==> src/rtl/msgirq_pkg.sv <==
// Package: shared constants for the message interrupt register bank.
// Assumes byte offsets; the register stride and special offsets are fixed
// because software depends on them.
package msgirq_pkg;
    localparam int unsigned MSG_STRIDE  = 'h10;   // spacing of message registers
    localparam int unsigned SUMMARY_OFS = 'h120;  // non-empty summary word
    localparam int unsigned INDEX_OFS   = 'h140;  // packed post location
endpackage

==> src/rtl/msgirq_wdec.sv <==
// Module: write decoder. Turns a write to the index location into a one-hot
// register select and a single-bit set mask. Assumes NUM_REGS is a power of
// two and DATA_W >= NUM_REGS; the select fields sit at the top of the word.
module msgirq_wdec #(
    parameter int NUM_REGS = 8,
    parameter int DATA_W   = 32,
    parameter int ADDR_W   = 12
) (
    input  logic                clk,
    input  logic                rst_n,
    input  logic                wr_en,
    input  logic [ADDR_W-1:0]   wr_addr,
    input  logic [DATA_W-1:0]   wr_data,
    output logic [NUM_REGS-1:0] set_vec,
    output logic [DATA_W-1:0]   set_mask
);
    import msgirq_pkg::*;

    localparam int SEL_W   = $clog2(NUM_REGS);
    localparam int BIT_W   = $clog2(DATA_W);
    localparam int SEL_LSB = DATA_W - SEL_W;
    localparam int BIT_LSB = SEL_LSB - BIT_W;

    logic               idx_hit;
    logic [SEL_W-1:0]   reg_sel;
    logic [BIT_W-1:0]   bit_sel;
    logic               unused_low;

    assign reg_sel    = wr_data[DATA_W-1 -: SEL_W];
    assign bit_sel    = wr_data[SEL_LSB-1 -: BIT_W];
    assign unused_low = ^wr_data[BIT_LSB-1:0];

    // Purpose: recognise a post to the index location.
    always_comb begin
        idx_hit = wr_en && (wr_addr == ADDR_W'(INDEX_OFS));
    end

    // Purpose: expand the register field into a one-hot select.
    always_comb begin
        set_vec = '0;
        if (idx_hit) begin
            set_vec[reg_sel] = 1'b1;
        end
    end

    // Purpose: expand the bit field into a single-bit mask.
    always_comb begin
        set_mask          = '0;
        set_mask[bit_sel] = 1'b1;
    end

    // at most one register is targeted by a post.
    a_r1_single_target: assert property (@(posedge clk) disable iff (!rst_n)
        $onehot0(set_vec));
    // a write away from the index location selects nothing.
    a_r5_other_offset_idle: assert property (@(posedge clk) disable iff (!rst_n)
        (wr_en && wr_addr != ADDR_W'(INDEX_OFS)) |-> (set_vec == '0));
endmodule

==> src/rtl/msgirq_rdec.sv <==
// Module: read decoder. Turns a read offset into a one-hot clear select for
// the message registers and a flag for the summary word. Assumes the message
// registers sit below the summary offset.
module msgirq_rdec #(
    parameter int NUM_REGS = 8,
    parameter int ADDR_W   = 12
) (
    input  logic                clk,
    input  logic                rst_n,
    input  logic                rd_en,
    input  logic [ADDR_W-1:0]   rd_addr,
    output logic [NUM_REGS-1:0] clr_vec,
    output logic                sum_sel
);
    import msgirq_pkg::*;

    // Purpose: one comparator per message register offset.
    for (genvar i = 0; i < NUM_REGS; i++) begin : g_cmp
        localparam logic [ADDR_W-1:0] OFS = ADDR_W'(i * MSG_STRIDE);
        always_comb begin
            clr_vec[i] = rd_en && (rd_addr == OFS);
        end
    end

    // Purpose: recognise a read of the summary word.
    always_comb begin
        sum_sel = rd_en && (rd_addr == ADDR_W'(SUMMARY_OFS));
    end

    // a read clears at most one register and never with the summary.
    a_r3_one_clear: assert property (@(posedge clk) disable iff (!rst_n)
        $onehot0({clr_vec, sum_sel}));
endmodule

==> src/rtl/msgirq_slot.sv <==
// Module: one message register with its interrupt line. A set ORs a mask in
// and raises the line; a clear empties the register and drops the line. When
// both arrive together the set wins over the clear for the new bit only.
module msgirq_slot #(
    parameter int DATA_W = 32
) (
    input  logic              clk,
    input  logic              rst_n,
    input  logic              set_en,
    input  logic [DATA_W-1:0] set_mask,
    input  logic              clr_en,
    output logic [DATA_W-1:0] value,
    output logic              irq
);
    // Purpose: update the register contents and the interrupt line.
    always_ff @(posedge clk) begin
        if (!rst_n) begin
            value <= '0;
            irq   <= 1'b0;
        end else if (set_en && clr_en) begin
            value <= set_mask;
            irq   <= 1'b1;
        end else if (clr_en) begin
            value <= '0;
            irq   <= 1'b0;
        end else if (set_en) begin
            value <= value | set_mask;
            irq   <= 1'b1;
        end
    end

    // a post raises the line on the next cycle.
    a_r2_post_raises: assert property (@(posedge clk) disable iff (!rst_n)
        set_en |=> irq);
    // a plain clear leaves the register empty and the line low.
    a_r3_clear_empties: assert property (@(posedge clk) disable iff (!rst_n)
        (clr_en && !set_en) |=> (value == '0 && !irq));
    // without a clear, no bit is ever lost.
    a_r1_bits_kept: assert property (@(posedge clk) disable iff (!rst_n)
        !clr_en |=> ((value & $past(value)) == $past(value)));
    // a collision keeps only the new bit and the line high.
    a_r6_collision: assert property (@(posedge clk) disable iff (!rst_n)
        (set_en && clr_en) |=> (irq && value == $past(set_mask)));
    // the line mirrors a non-empty register.
    a_r9_line_matches: assert property (@(posedge clk) disable iff (!rst_n)
        irq == (value != '0));
endmodule

==> src/rtl/msg_irq_bank.sv <==
// Module: top of the shared message interrupt register bank. Decodes the
// write and read strobes, holds NUM_REGS message registers and registers the
// read data one cycle after the strobe. Assumes reads and writes use their
// own offsets and may share a cycle.
module msg_irq_bank #(
    parameter int NUM_REGS = 8,
    parameter int DATA_W   = 32,
    parameter int ADDR_W   = 12
) (
    input  logic                clk,
    input  logic                rst_n,
    input  logic                wr_en,
    input  logic [ADDR_W-1:0]   wr_addr,
    input  logic [DATA_W-1:0]   wr_data,
    input  logic                rd_en,
    input  logic [ADDR_W-1:0]   rd_addr,
    output logic [DATA_W-1:0]   rd_data,
    output logic [NUM_REGS-1:0] irq_o
);
    logic [NUM_REGS-1:0] set_vec;
    logic [DATA_W-1:0]   set_mask;
    logic [NUM_REGS-1:0] clr_vec;
    logic                sum_sel;
    logic [DATA_W-1:0]   slot_val [NUM_REGS];
    logic [NUM_REGS-1:0] nonempty;
    logic [DATA_W-1:0]   rd_next;

    msgirq_wdec #(.NUM_REGS(NUM_REGS), .DATA_W(DATA_W), .ADDR_W(ADDR_W)) u_wdec (
        .clk      (clk),
        .rst_n    (rst_n),
        .wr_en    (wr_en),
        .wr_addr  (wr_addr),
        .wr_data  (wr_data),
        .set_vec  (set_vec),
        .set_mask (set_mask)
    );

    msgirq_rdec #(.NUM_REGS(NUM_REGS), .ADDR_W(ADDR_W)) u_rdec (
        .clk     (clk),
        .rst_n   (rst_n),
        .rd_en   (rd_en),
        .rd_addr (rd_addr),
        .clr_vec (clr_vec),
        .sum_sel (sum_sel)
    );

    for (genvar i = 0; i < NUM_REGS; i++) begin : g_slot
        msgirq_slot #(.DATA_W(DATA_W)) u_slot (
            .clk      (clk),
            .rst_n    (rst_n),
            .set_en   (set_vec[i]),
            .set_mask (set_mask),
            .clr_en   (clr_vec[i]),
            .value    (slot_val[i]),
            .irq      (irq_o[i])
        );
        // Purpose: flag a register that holds any bit.
        always_comb begin
            nonempty[i] = (slot_val[i] != '0);
        end
    end

    // Purpose: choose the word returned by this cycle's read.
    always_comb begin
        rd_next = '0;
        for (int i = 0; i < NUM_REGS; i++) begin
            if (clr_vec[i]) begin
                rd_next = rd_next | slot_val[i];
            end
        end
        if (sum_sel) begin
            rd_next = DATA_W'(nonempty);
        end
    end

    // Purpose: register the read data.
    always_ff @(posedge clk) begin
        if (!rst_n) begin
            rd_data <= '0;
        end else begin
            rd_data <= rd_next;
        end
    end

    // a read that hits no mapped offset returns zero.
    a_r7_unmapped_zero: assert property (@(posedge clk) disable iff (!rst_n)
        (rd_en && clr_vec == '0 && !sum_sel) |=> (rd_data == '0));
    // the summary word never reports a bit above the register count.
    a_r4_summary_width: assert property (@(posedge clk) disable iff (!rst_n)
        sum_sel |=> ((rd_data >> NUM_REGS) == '0));
    // reading a register drops its line unless a post collides.
    a_r3_line_drops: assert property (@(posedge clk) disable iff (!rst_n)
        (clr_vec != '0 && set_vec == '0) |=> (($past(clr_vec) & irq_o) == '0));
endmodule

==> config.mk <==
export PLATFORM = sky130hd
export DESIGN_NAME = msg_irq_bank
export DESIGN_NICKNAME = d
export VERILOG_FILES = /design/src/rtl/msgirq_pkg.sv /design/src/rtl/msgirq_wdec.sv /design/src/rtl/msgirq_rdec.sv /design/src/rtl/msgirq_slot.sv /design/src/rtl/msg_irq_bank.sv
export SDC_FILE = /design/constraint.sdc
export NUM_CORES = 1
export LEC_CHECK = 0
export BUFFER_PORTS_ARGS = -buffer_cell sky130_fd_sc_hd__clkbuf_2
export CELL_PAD_IN_SITES_DETAIL_PLACEMENT = 1
export CELL_PAD_IN_SITES_GLOBAL_PLACEMENT = 1
export CORE_MARGIN = 2
export CORE_UTILIZATION = 46
export CTS_CLUSTER_DIAMETER = 30
export DETAILED_ROUTE_END_ITERATION = 8
export PLACE_DENSITY = 0.87
export SLEW_MARGIN = 20
export SYNTH_ARGS = -nofsm -noshare
export SYNTH_HDL_FRONTEND = slang
export SYNTH_SLANG_ARGS = --single-unit
==> constraint.sdc <==
create_clock -name clk -period 2.1 [get_ports clk]
set_input_delay 0.105 -clock clk [delete_from_list [all_inputs] [get_ports clk]]
set_output_delay 0.105 -clock clk [all_outputs]
set_load 0.05 [all_outputs]
==> Yosys cells after proc, flatten, opt, wreduce, memory -nomap -nowiden <==
Index checks and enable logic that the tools add are counted.
{ "word_totals": {"wordCells": 147, "regBits": 296, "inputBits": 60, "output_inout_bits": 40} }
{ "classes": {"n_eq_ne": 9, "magnitude_cmp": 4, "mux": 62, "reduce_logical": 38, "n_bitwise": 16} }
{ "ops": {"columns": ["op", "n"], "rows": [
  ["$mux W32", 32],
  ["$or A32 B32 Y32", 15],
  ["$reduce_bool A32 Y1", 8],
  ["$eq A12 B7 Y1 const B", 4],
  ["$mux W1", 26],
  ["$eq A12 B6 Y1 const B", 2],
  ["$eq A12 B9 Y1 const B", 2],
  ["$reduce_bool A3 Y1", 8],
  ["$logic_and A1 B1 Y1", 20],
  ["$mux W8", 2],
  ["$eq A12 B5 Y1 const B", 1],
  ["$logic_not A12 Y1", 1],
  ["$lt A5 B6 Y1 const B", 1],
  ["$demux W1 S5", 1],
  ["$ge A5 B1 Y1 const B", 1],
  ["$lt A3 B4 Y1 const B", 1],
  ["$demux W1 S3", 1],
  ["$ge A3 B1 Y1 const B", 1],
  ["$reduce_or A2 Y1", 1],
  ["$not A1 Y1", 1]
]} }

==> Depth between registers and ports, before layout <==
Gate-level depths: netlist of run 1.
{ "depth": {"word_depth": 18, "ltp_mapped": 7} }

==> Modules after synthesis <==
From an unflattened synthesis of run 1, not the netlist that was laid out.
{ "hier_totals": {"hier_cells": 1539, "area_unflattened_um2": 14400.1} }
{ "modules_own_cells": {"columns": ["mod", "cells_per_inst", "n_inst", "area_per_inst_um2"], "rows": [
  ["msgirq_slot", 141, 8, 1398.8],
  ["msg_irq_bank", 325, 1, 2735.1],
  ["msgirq_wdec", 66, 1, 332.8],
  ["msgirq_rdec", 20, 1, 141.4]
]} }

==> Worst setup path after synthesis of run 1 <==
OpenSTA, ideal clock, no wires.
{ "synth_timing": {"kind": "input-to-reg", "startpoint": "in rd_addr[4]", "endpoint": "reg rd_data[14]", "stages": 5, "arrival_ps": 1341, "setup_ps": 123, "path_buffers": 2, "t_required_ps": 1977, "slack_ps": 637, "path_cell_list": "buf_4 buf_2 mux4_2 a22oi_1 a21oi_1"} }
{ "synth_via": {"elab_chain_len": 17, "elab_cells_between_ends": 34, "classes_between": "8 x eq/ne; 8 x mux; 7 x bitwise; 11 x reduce/logical"} }
{ "synth_lines": {"columns": ["item", "line", "source"], "rows": [
  ["from (decl)", "msg_irq_bank.sv:16", "input logic [ADDR_W-1:0] rd_addr,"],
  ["$logic_not A12 Y1", "msgirq_rdec.sv:21", "clr_vec[i] = rd_en && (rd_addr == OFS);"],
  ["$logic_and A1 B1 Y1", "msgirq_rdec.sv:21", null],
  ["$mux W32", "msg_irq_bank.sv:67", "if (clr_vec[i]) begin"],
  ["$or A32 B32 Y32", "msg_irq_bank.sv:68", "rd_next = rd_next | slot_val[i];"],
  ["$mux W32", "msg_irq_bank.sv:67", null],
  ["$or A32 B32 Y32", "msg_irq_bank.sv:68", null],
  ["$mux W32", "msg_irq_bank.sv:67", null],
  ["$or A32 B32 Y32", "msg_irq_bank.sv:68", null],
  ["$mux W32", "msg_irq_bank.sv:67", null],
  ["$or A32 B32 Y32", "msg_irq_bank.sv:68", null],
  ["$mux W32", "msg_irq_bank.sv:67", null],
  ["$or A32 B32 Y32", "msg_irq_bank.sv:68", null],
  ["$mux W32", "msg_irq_bank.sv:67", null],
  ["$or A32 B32 Y32", "msg_irq_bank.sv:68", null],
  ["$mux W32", "msg_irq_bank.sv:67", null],
  ["$or A32 B32 Y32", "msg_irq_bank.sv:68", null],
  ["$mux W32", "msg_irq_bank.sv:67", null],
  ["to (signal assigned)", "msg_irq_bank.sv:81", "rd_data <= rd_next;"],
  ["to (decl)", "msg_irq_bank.sv:17", "output logic [DATA_W-1:0] rd_data,"]
]} }
Several ways; a longest one is shown, not always the timed one.
A chain may end at the register's enable or synchronous reset.

==> Worst setup path in the final report of run 1 <==
{ "layout_timing": {"startpoint": "in rd_addr[7]", "endpoint": "reg rd_data[5]"} }
{ "layout_via": {"elab_chain_len": 18, "elab_cells_between_ends": 34, "classes_between": "8 x eq/ne; 9 x mux; 7 x bitwise; 10 x reduce/logical"} }
{ "layout_lines": {"columns": ["item", "line", "source"], "rows": [
  ["$logic_not A12 Y1", "msgirq_rdec.sv:21", null],
  ["$logic_and A1 B1 Y1", "msgirq_rdec.sv:21", null],
  ["$mux W32", "msg_irq_bank.sv:67", null],
  ["$or A32 B32 Y32", "msg_irq_bank.sv:68", null],
  ["$mux W32", "msg_irq_bank.sv:67", null],
  ["$or A32 B32 Y32", "msg_irq_bank.sv:68", null],
  ["$mux W32", "msg_irq_bank.sv:67", null],
  ["$or A32 B32 Y32", "msg_irq_bank.sv:68", null],
  ["[2 not listed]", null, null],
  ["$mux W32", "msg_irq_bank.sv:67", null],
  ["$or A32 B32 Y32", "msg_irq_bank.sv:68", null],
  ["$mux W32", "msg_irq_bank.sv:67", null],
  ["$or A32 B32 Y32", "msg_irq_bank.sv:68", null],
  ["$mux W32", "msg_irq_bank.sv:67", null],
  ["$or A32 B32 Y32", "msg_irq_bank.sv:68", null],
  ["$mux W32", "msg_irq_bank.sv:67", null],
  ["$mux W8 *", "msg_irq_bank.sv:71", "if (sum_sel) begin"]
]} }
Every way passes the cells marked *; elsewhere a longest branch is shown, timed or not.

==> results.txt, run 1 <==
worst slack after detailed placement -> 0.02074 ns
total negative slack for setup checks -> 0 ns
final count of negative-setup-slack endpoints -> 0
post-detailed-route DRC marker count -> 0
CP arrival -> 2.38 ns
Area after DPL -> 12670 um2
number of antenna violations at the first check in global routing -> 3
slack of the critical path -> 0.1325 ns
area share of the largest cell type after synthesis -> 49.68%
total standard cell area after synthesis -> 11930 um2
Slew @ Worst Pin -> 0.8847 ns
starting density of the core -> 47.10%
#FFs+latches synth -> 296
endpoint type of the worst setup path -> flop
Required @ worst endpoint -> 2.51 ns
critical setup path kind -> in -> reg
Ports -> 100
number of distinct library cell variants in the gate-level netlist after synthesis -> 48
top cells by instance count after synthesis -> dfxtp_1 (296), nand2_1 (270), o21ai_0 (160)
async set-or-reset flop fraction in the synthesized netlist -> 0%
number of pins with negative max-slew slack in the final report -> 0
maximum number of pins on one net before global-route repair -> 34
most numerous cell in the Yosys netlist -> dfxtp_1
CTS max path bufs -> 3
vias in the first global route -> 12360
Finished Core Util -> 57.84%
max frequency -> 508.3 MHz
Final Hold Violating Endpoints -> 0
Root Driver -> clkbuf_16
routed length per placed instance -> 28.07 um
most used flip-flop cell after synthesis -> dfxtp_1
number of nets in the layout -> 1428
run status -> finished clean
Reg2Reg Launch Point -> g_slot[6].u_slot.value[25]
cell area power density -> 1042 nW/um2
Final Instance Count excl. Fillers -> 1744
Placeable Area -> 25330 um2
antenna-violating nets left -> 0
cells after synthesis -> 1291
Synth warnings -> 0
floorplan die area -> 27230 um2
Final Cell Area -> 14650 um2
per-cell via count in the routed design -> 6.748
number of clock buffers inserted by TritonCTS -> 56
GPL Wtd Cong -> 0.9410
total via count after detailed routing -> 11770
crit path time final -> 1.967 ns
CP Launch Type -> primary input
RSZ-0062 raised after global routing -> no
clk sinks -> 296
Max Cap Viol -> 0
leakage power -> 5.265 nW
fraction of layout instances using a drive strength above 1 -> 18.21%
critical path, cell by cell -> dlygate4sd3_1, clkbuf_2, nor3_4, and3_1, buf_4, nand3_1, a311oi_1
startpoint of the tightest hold check path -> wr_data[30]
largest cells by area after synthesis -> dfxtp_1 (50%), nand2_1 (8.5%), o2bb2ai_1 (7.0%), o21ai_0 (6.7%), mux4_2 (4.7%)
startpoint of the worst setup timing path -> rd_addr[7]
Max transition margin -> 40.80%
violation count after the first detailed-route iteration -> 1617
standard cell with the maximum stage delay on the critical path -> dlygate4sd3_1
worst voltage drop across the vdd grid -> 0.0006563 V
number of optimization iterations in the first detailed-route pass -> 6
clock tree from TritonCTS -> built
HPWL after DPL -> 30060 um
cell count after placement -> 1637
worst-case hold slack -> 0.01908 ns
horizontal die dimension -> 165.0 um
min-delay worst type -> in -> reg
Clk Latency, worst-skew pair -> 0.57 ns
global-route wire length before repair -> 74300 um
delay of the slowest critical-path stage -> 0.54 ns
number of rows created at floorplan -> 58
count of flip-flops with a built-in enable after synthesis -> 0
net count after synthesis -> 1351
total global-route track usage -> 36.13%
H-tree lvl count -> 2
global-route congestion overflow total -> 0
relative area change from synthesis to final layout -> 22.82%
period utilisation layout -> 93.69%
share of the yosys chip area belonging to registers -> 49.68%
post-synthesis cell type with the largest combined area -> dfxtp_1
clock tree skew after final layout -> 0.03214 ns
maximum fanout count along the critical path -> 14
Post-Syn Area per Cell -> 9.239 um2
wire length reported by the detailed router -> 48950 um
Die Height -> 165.0 um
number of input and output port buffers inserted -> 75
Clk pin slew, worst setup/hold paths -> 0.05 ns
total power consumption of the routed design -> 15.26 mW
## path summary, 6_finish.rpt
check	endpoint	slack (ns)	cells past startpoint
max	rd_data[5]	0.13	7
min reg2reg	g_slot[1].u_slot.irq	0.45	2
min	g_slot[0].u_slot.irq	0.02	4
max reg2reg	rd_data[6]	0.19	4
## final cells by class
| type | instances | area (um2) |
|---|---|---|
| Inverter | 3 | 11.26 |
| Fill cell | 2776 | 10680 |
| Multi-Input combinational cell | 888 | 5547 |
| Clock buffer | 75 | 1613 |
| Antenna cell | 3 | 7.507 |
| Timing Repair Buffer | 123 | 808.3 |
| Clock inverter | 26 | 324.1 |
| Sequential cell | 296 | 5926 |
| Tap cell | 330 | 412.9 |
## where the power goes
group | total, mW | internal, mW | switching, mW | leakage (nW)
logic | 0.477 | 0.132 | 0.345 | 1.93
clock network | 9.16 | 6.09 | 3.07 | 0.950
registers | 5.63 | 5.63 | 0.0000128 | 2.38
total | 15.3 | 11.8 | 3.42 | 5.27
## state kept, by name (all words and copies together), names as in the netlist
name	flops
g_slot.u_slot.irq	8
g_slot.u_slot.value	256
rd_data	32
## per-layer routing
metal | vias up | wire (um) | track usage (%)
met5 | - | 0 | 0
met1 | 5759 | 18140 | 43.94
met3 | 232 | 5011 | 9.066
met4 | 0 | 2935 | 19.53
li1 | 4919 | - | -
met2 | 858 | 22860 | 58.83
## placed cells by master, fill, tap and decap left out, types with 17 or more instances in the layout
cell / instances
o2bb2ai_1: 95
nand3_1: 17
dfxtp_1: 296
clkbuf_16: 56
mux4_2: 25
o21ai_1: 26
nand2_1: 270
a22oi_1: 29
o21ai_0: 160
a21oi_1: 32
mux2i_1: 32
nor4_1: 65
buf_4: 41
clkbuf_2: 74
nand4_1: 18
## cells by family (layout without fill, tap and decap cells)
group	after synthesis	in the layout	synth area share, %
AOI/OAI and AO/OA	376	376	20.41
buffers and inverters	107	227	4.165
DFF	296	296	49.68
muxes	57	57	7.406
other	0	3	0
and+or+nand+nor	455	455	18.34
## worst max-delay path: cells and delay by family
family | cells | cell delay (ns)
buffers and inverters | 3 | 0.98
AND/OR/NAND/NOR | 3 | 0.80
AO/OA/AOI/OAI | 1 | 0.50
## what timing repair did
action	4_1_cts	5_1_grt
setup buffers	0	0
hold buffers	3	0
hold endpoints to repair	6	0
resized for setup	0	1
endpoints found under the setup margin	0	1
Note: power is estimated with default switching activity, not from simulation.
==> run 2, diff against run 1 <==
- CORE_ASPECT_RATIO: default -> 1.25
==> run 2 against run 1 <==
Net effect: cell count decreased by 0.23%; flip-flop and latch count unchanged; combinational power up 3%; sequential share of layout area up 0.33 points; hold slack improved by 0.0051 ns; worst setup slack lost 0.014 ns; largest cell class unchanged.
==> results.txt, run 2 (synthesis gave the netlist of run 1 again) <==
Final Hold Violating Endpoints -> 0
global-route congestion overflow total -> 0
Die Height -> 184.0 um
number of rows created at floorplan -> 65
RSZ-0062 raised after global routing -> no
Slew @ Worst Pin -> 0.7880 ns
Area after DPL -> 12800 um2
worst voltage drop across the vdd grid -> 0.0005898 V
period utilisation layout -> 94.37%
maximum fanout count along the critical path -> 8
total via count after detailed routing -> 11640
max FFs per register -> 256
leakage power -> 5.185 nW
number of clock buffers inserted by TritonCTS -> 46
Root Driver -> clkbuf_16
clock tree skew after final layout -> 0.02908 ns
CP arrival -> 2.41 ns
endpoint type of the worst setup path -> flop
Ports -> 100
number of antenna violations at the first check in global routing -> 0
Max Cap Viol -> 0
most common library cell in the layout ignoring fill and taps -> dfxtp_1
crit path time final -> 1.982 ns
Required @ worst endpoint -> 2.53 ns
violation count after the first detailed-route iteration -> 1099
vias in the first global route -> 12700
CTS max path bufs -> 3
cell area power density -> 994.5 nW/um2
number of input and output port buffers inserted -> 75
fraction of layout instances using a drive strength above 1 -> 18.02%
Final Cell Area -> 14530 um2
total negative slack for setup checks -> 0 ns
number of pins with negative max-slew slack in the final report -> 0
maximum number of pins on one net before global-route repair -> 61
min-delay worst type -> in -> reg
highest-count cells in the layout ignoring fill and taps -> dfxtp_1 (296), nand2_1 (270), o21ai_0 (160), o2bb2ai_1 (95), clkbuf_2 (74)
GPL Wtd Cong -> 0.8857
per-cell via count in the routed design -> 6.688
CP Launch Type -> primary input
clock tree from TritonCTS -> built
starting density of the core -> 47.01%
antenna-violating nets left -> 0
H-tree lvl count -> 2
number of optimization iterations in the first detailed-route pass -> 7
HPWL after DPL -> 30110 um
total power consumption of the routed design -> 14.45 mW
Placeable Area -> 25370 um2
max frequency -> 504.6 MHz
wire length reported by the detailed router -> 46770 um
global-route wire length before repair -> 72220 um
post-detailed-route DRC marker count -> 0
buffer count from post-CTS setup fixing -> 0
Clk Latency, worst-skew pair -> 0.55 ns
final count of negative-setup-slack endpoints -> 0
Clk pin slew, worst setup/hold paths -> 0.05 ns
floorplan die area -> 27240 um2
critical setup path kind -> in -> reg
clk sinks -> 296
total global-route track usage -> 34.37%
most flop-heavy register -> g_slot.u_slot.value
run status -> finished clean
Regs by FF count -> g_slot.u_slot.value (256), rd_data (32), g_slot.u_slot.irq (8)
Max transition margin -> 46.98%
number of nets in the layout -> 1429
horizontal die dimension -> 148.0 um
routed length per placed instance -> 26.88 um
relative area change from synthesis to final layout -> 21.82%
==> run 2: final timing paths <==
check | slack, ns | depth (start not counted) | from | end
worst max register to register | 0.30 | 5 | g_slot[2].u_slot.value[31] | rd_data[2]
worst min-delay path | 0.02 | 3 | wr_data[25] | g_slot[0].u_slot.value[28]
worst max-delay path | 0.12 | 7 | wr_data[24] | g_slot[0].u_slot.value[12]
worst min register to register | 0.45 | 2 | g_slot[5].u_slot.irq | g_slot[5].u_slot.irq
==> run 2: timing repair <==
| item | in CTS | in global routing |
|---|---|---|
| setup endpoints to repair | 0 | 11 |
| hold buffers | 3 | 0 |
| gates resized for setup | 0 | 1 |
| endpoints found under the hold margin | 4 | 0 |
==> run 2: stage by stage <==
step,worst slack [ns],hold WS (ns),instances,util (%)
floorplan,0.6365,0.2752,1291,-
global placement,0.1720,0.4262,1653,50.46
detailed placement,0.1028,0.4340,1653,50.46
CTS,0.07903,0.0004994,1739,57.23
global route,0.06952,0.03066,1739,57.25
finish,0.1182,0.02421,1740,57.26
==> run 2: layout make-up <==
type / instances / area (um2)
clock inverters: 33 / 501.7
well taps: 335 / 419.2
flip-flops and latches: 296 / 5926
fillers: 2832 / 10840
repair buffers: 134 / 915.9
diodes: 1 / 2.502
multi-input cells: 888 / 5568
inverters: 3 / 11.26
clock buffers: 50 / 1186
==> run 2: metal layers <==
layer / vias to the layer above / global-route usage, % / part of all wire [%] / wire, um
li1: 4936 / - / - / -
met1: 5732 / 37.89 / 36 / 16720
met2: 694 / 58.57 / 49 / 22880
met3: 275 / 6.427 / 7.1 / 3309
met4: 0 / 26.06 / 8.3 / 3861
met5: - / 0 / 0 / 0
==> run 2: power by group <==
| part | switching, mW | total, mW | leakage [nW] | internal [mW] |
|---|---|---|---|---|
| Clock | 2.87 | 8.34 | 0.807 | 5.47 |
| Combinational | 0.349 | 0.493 | 2.00 | 0.144 |
| Sequential | 0.0000126 | 5.62 | 2.38 | 5.62 |
| Total | 3.21 | 14.4 | 5.19 | 11.2 |
==> run 2: worst max-delay path, stage by stage <==
cell and delay [ns]:
dlygate4sd3_1 0.54, clkbuf_2 0.19, or2_2 0.35, nor2_1 0.39
buf_4 0.23, nand2_1 0.25, o21ai_0 0.36
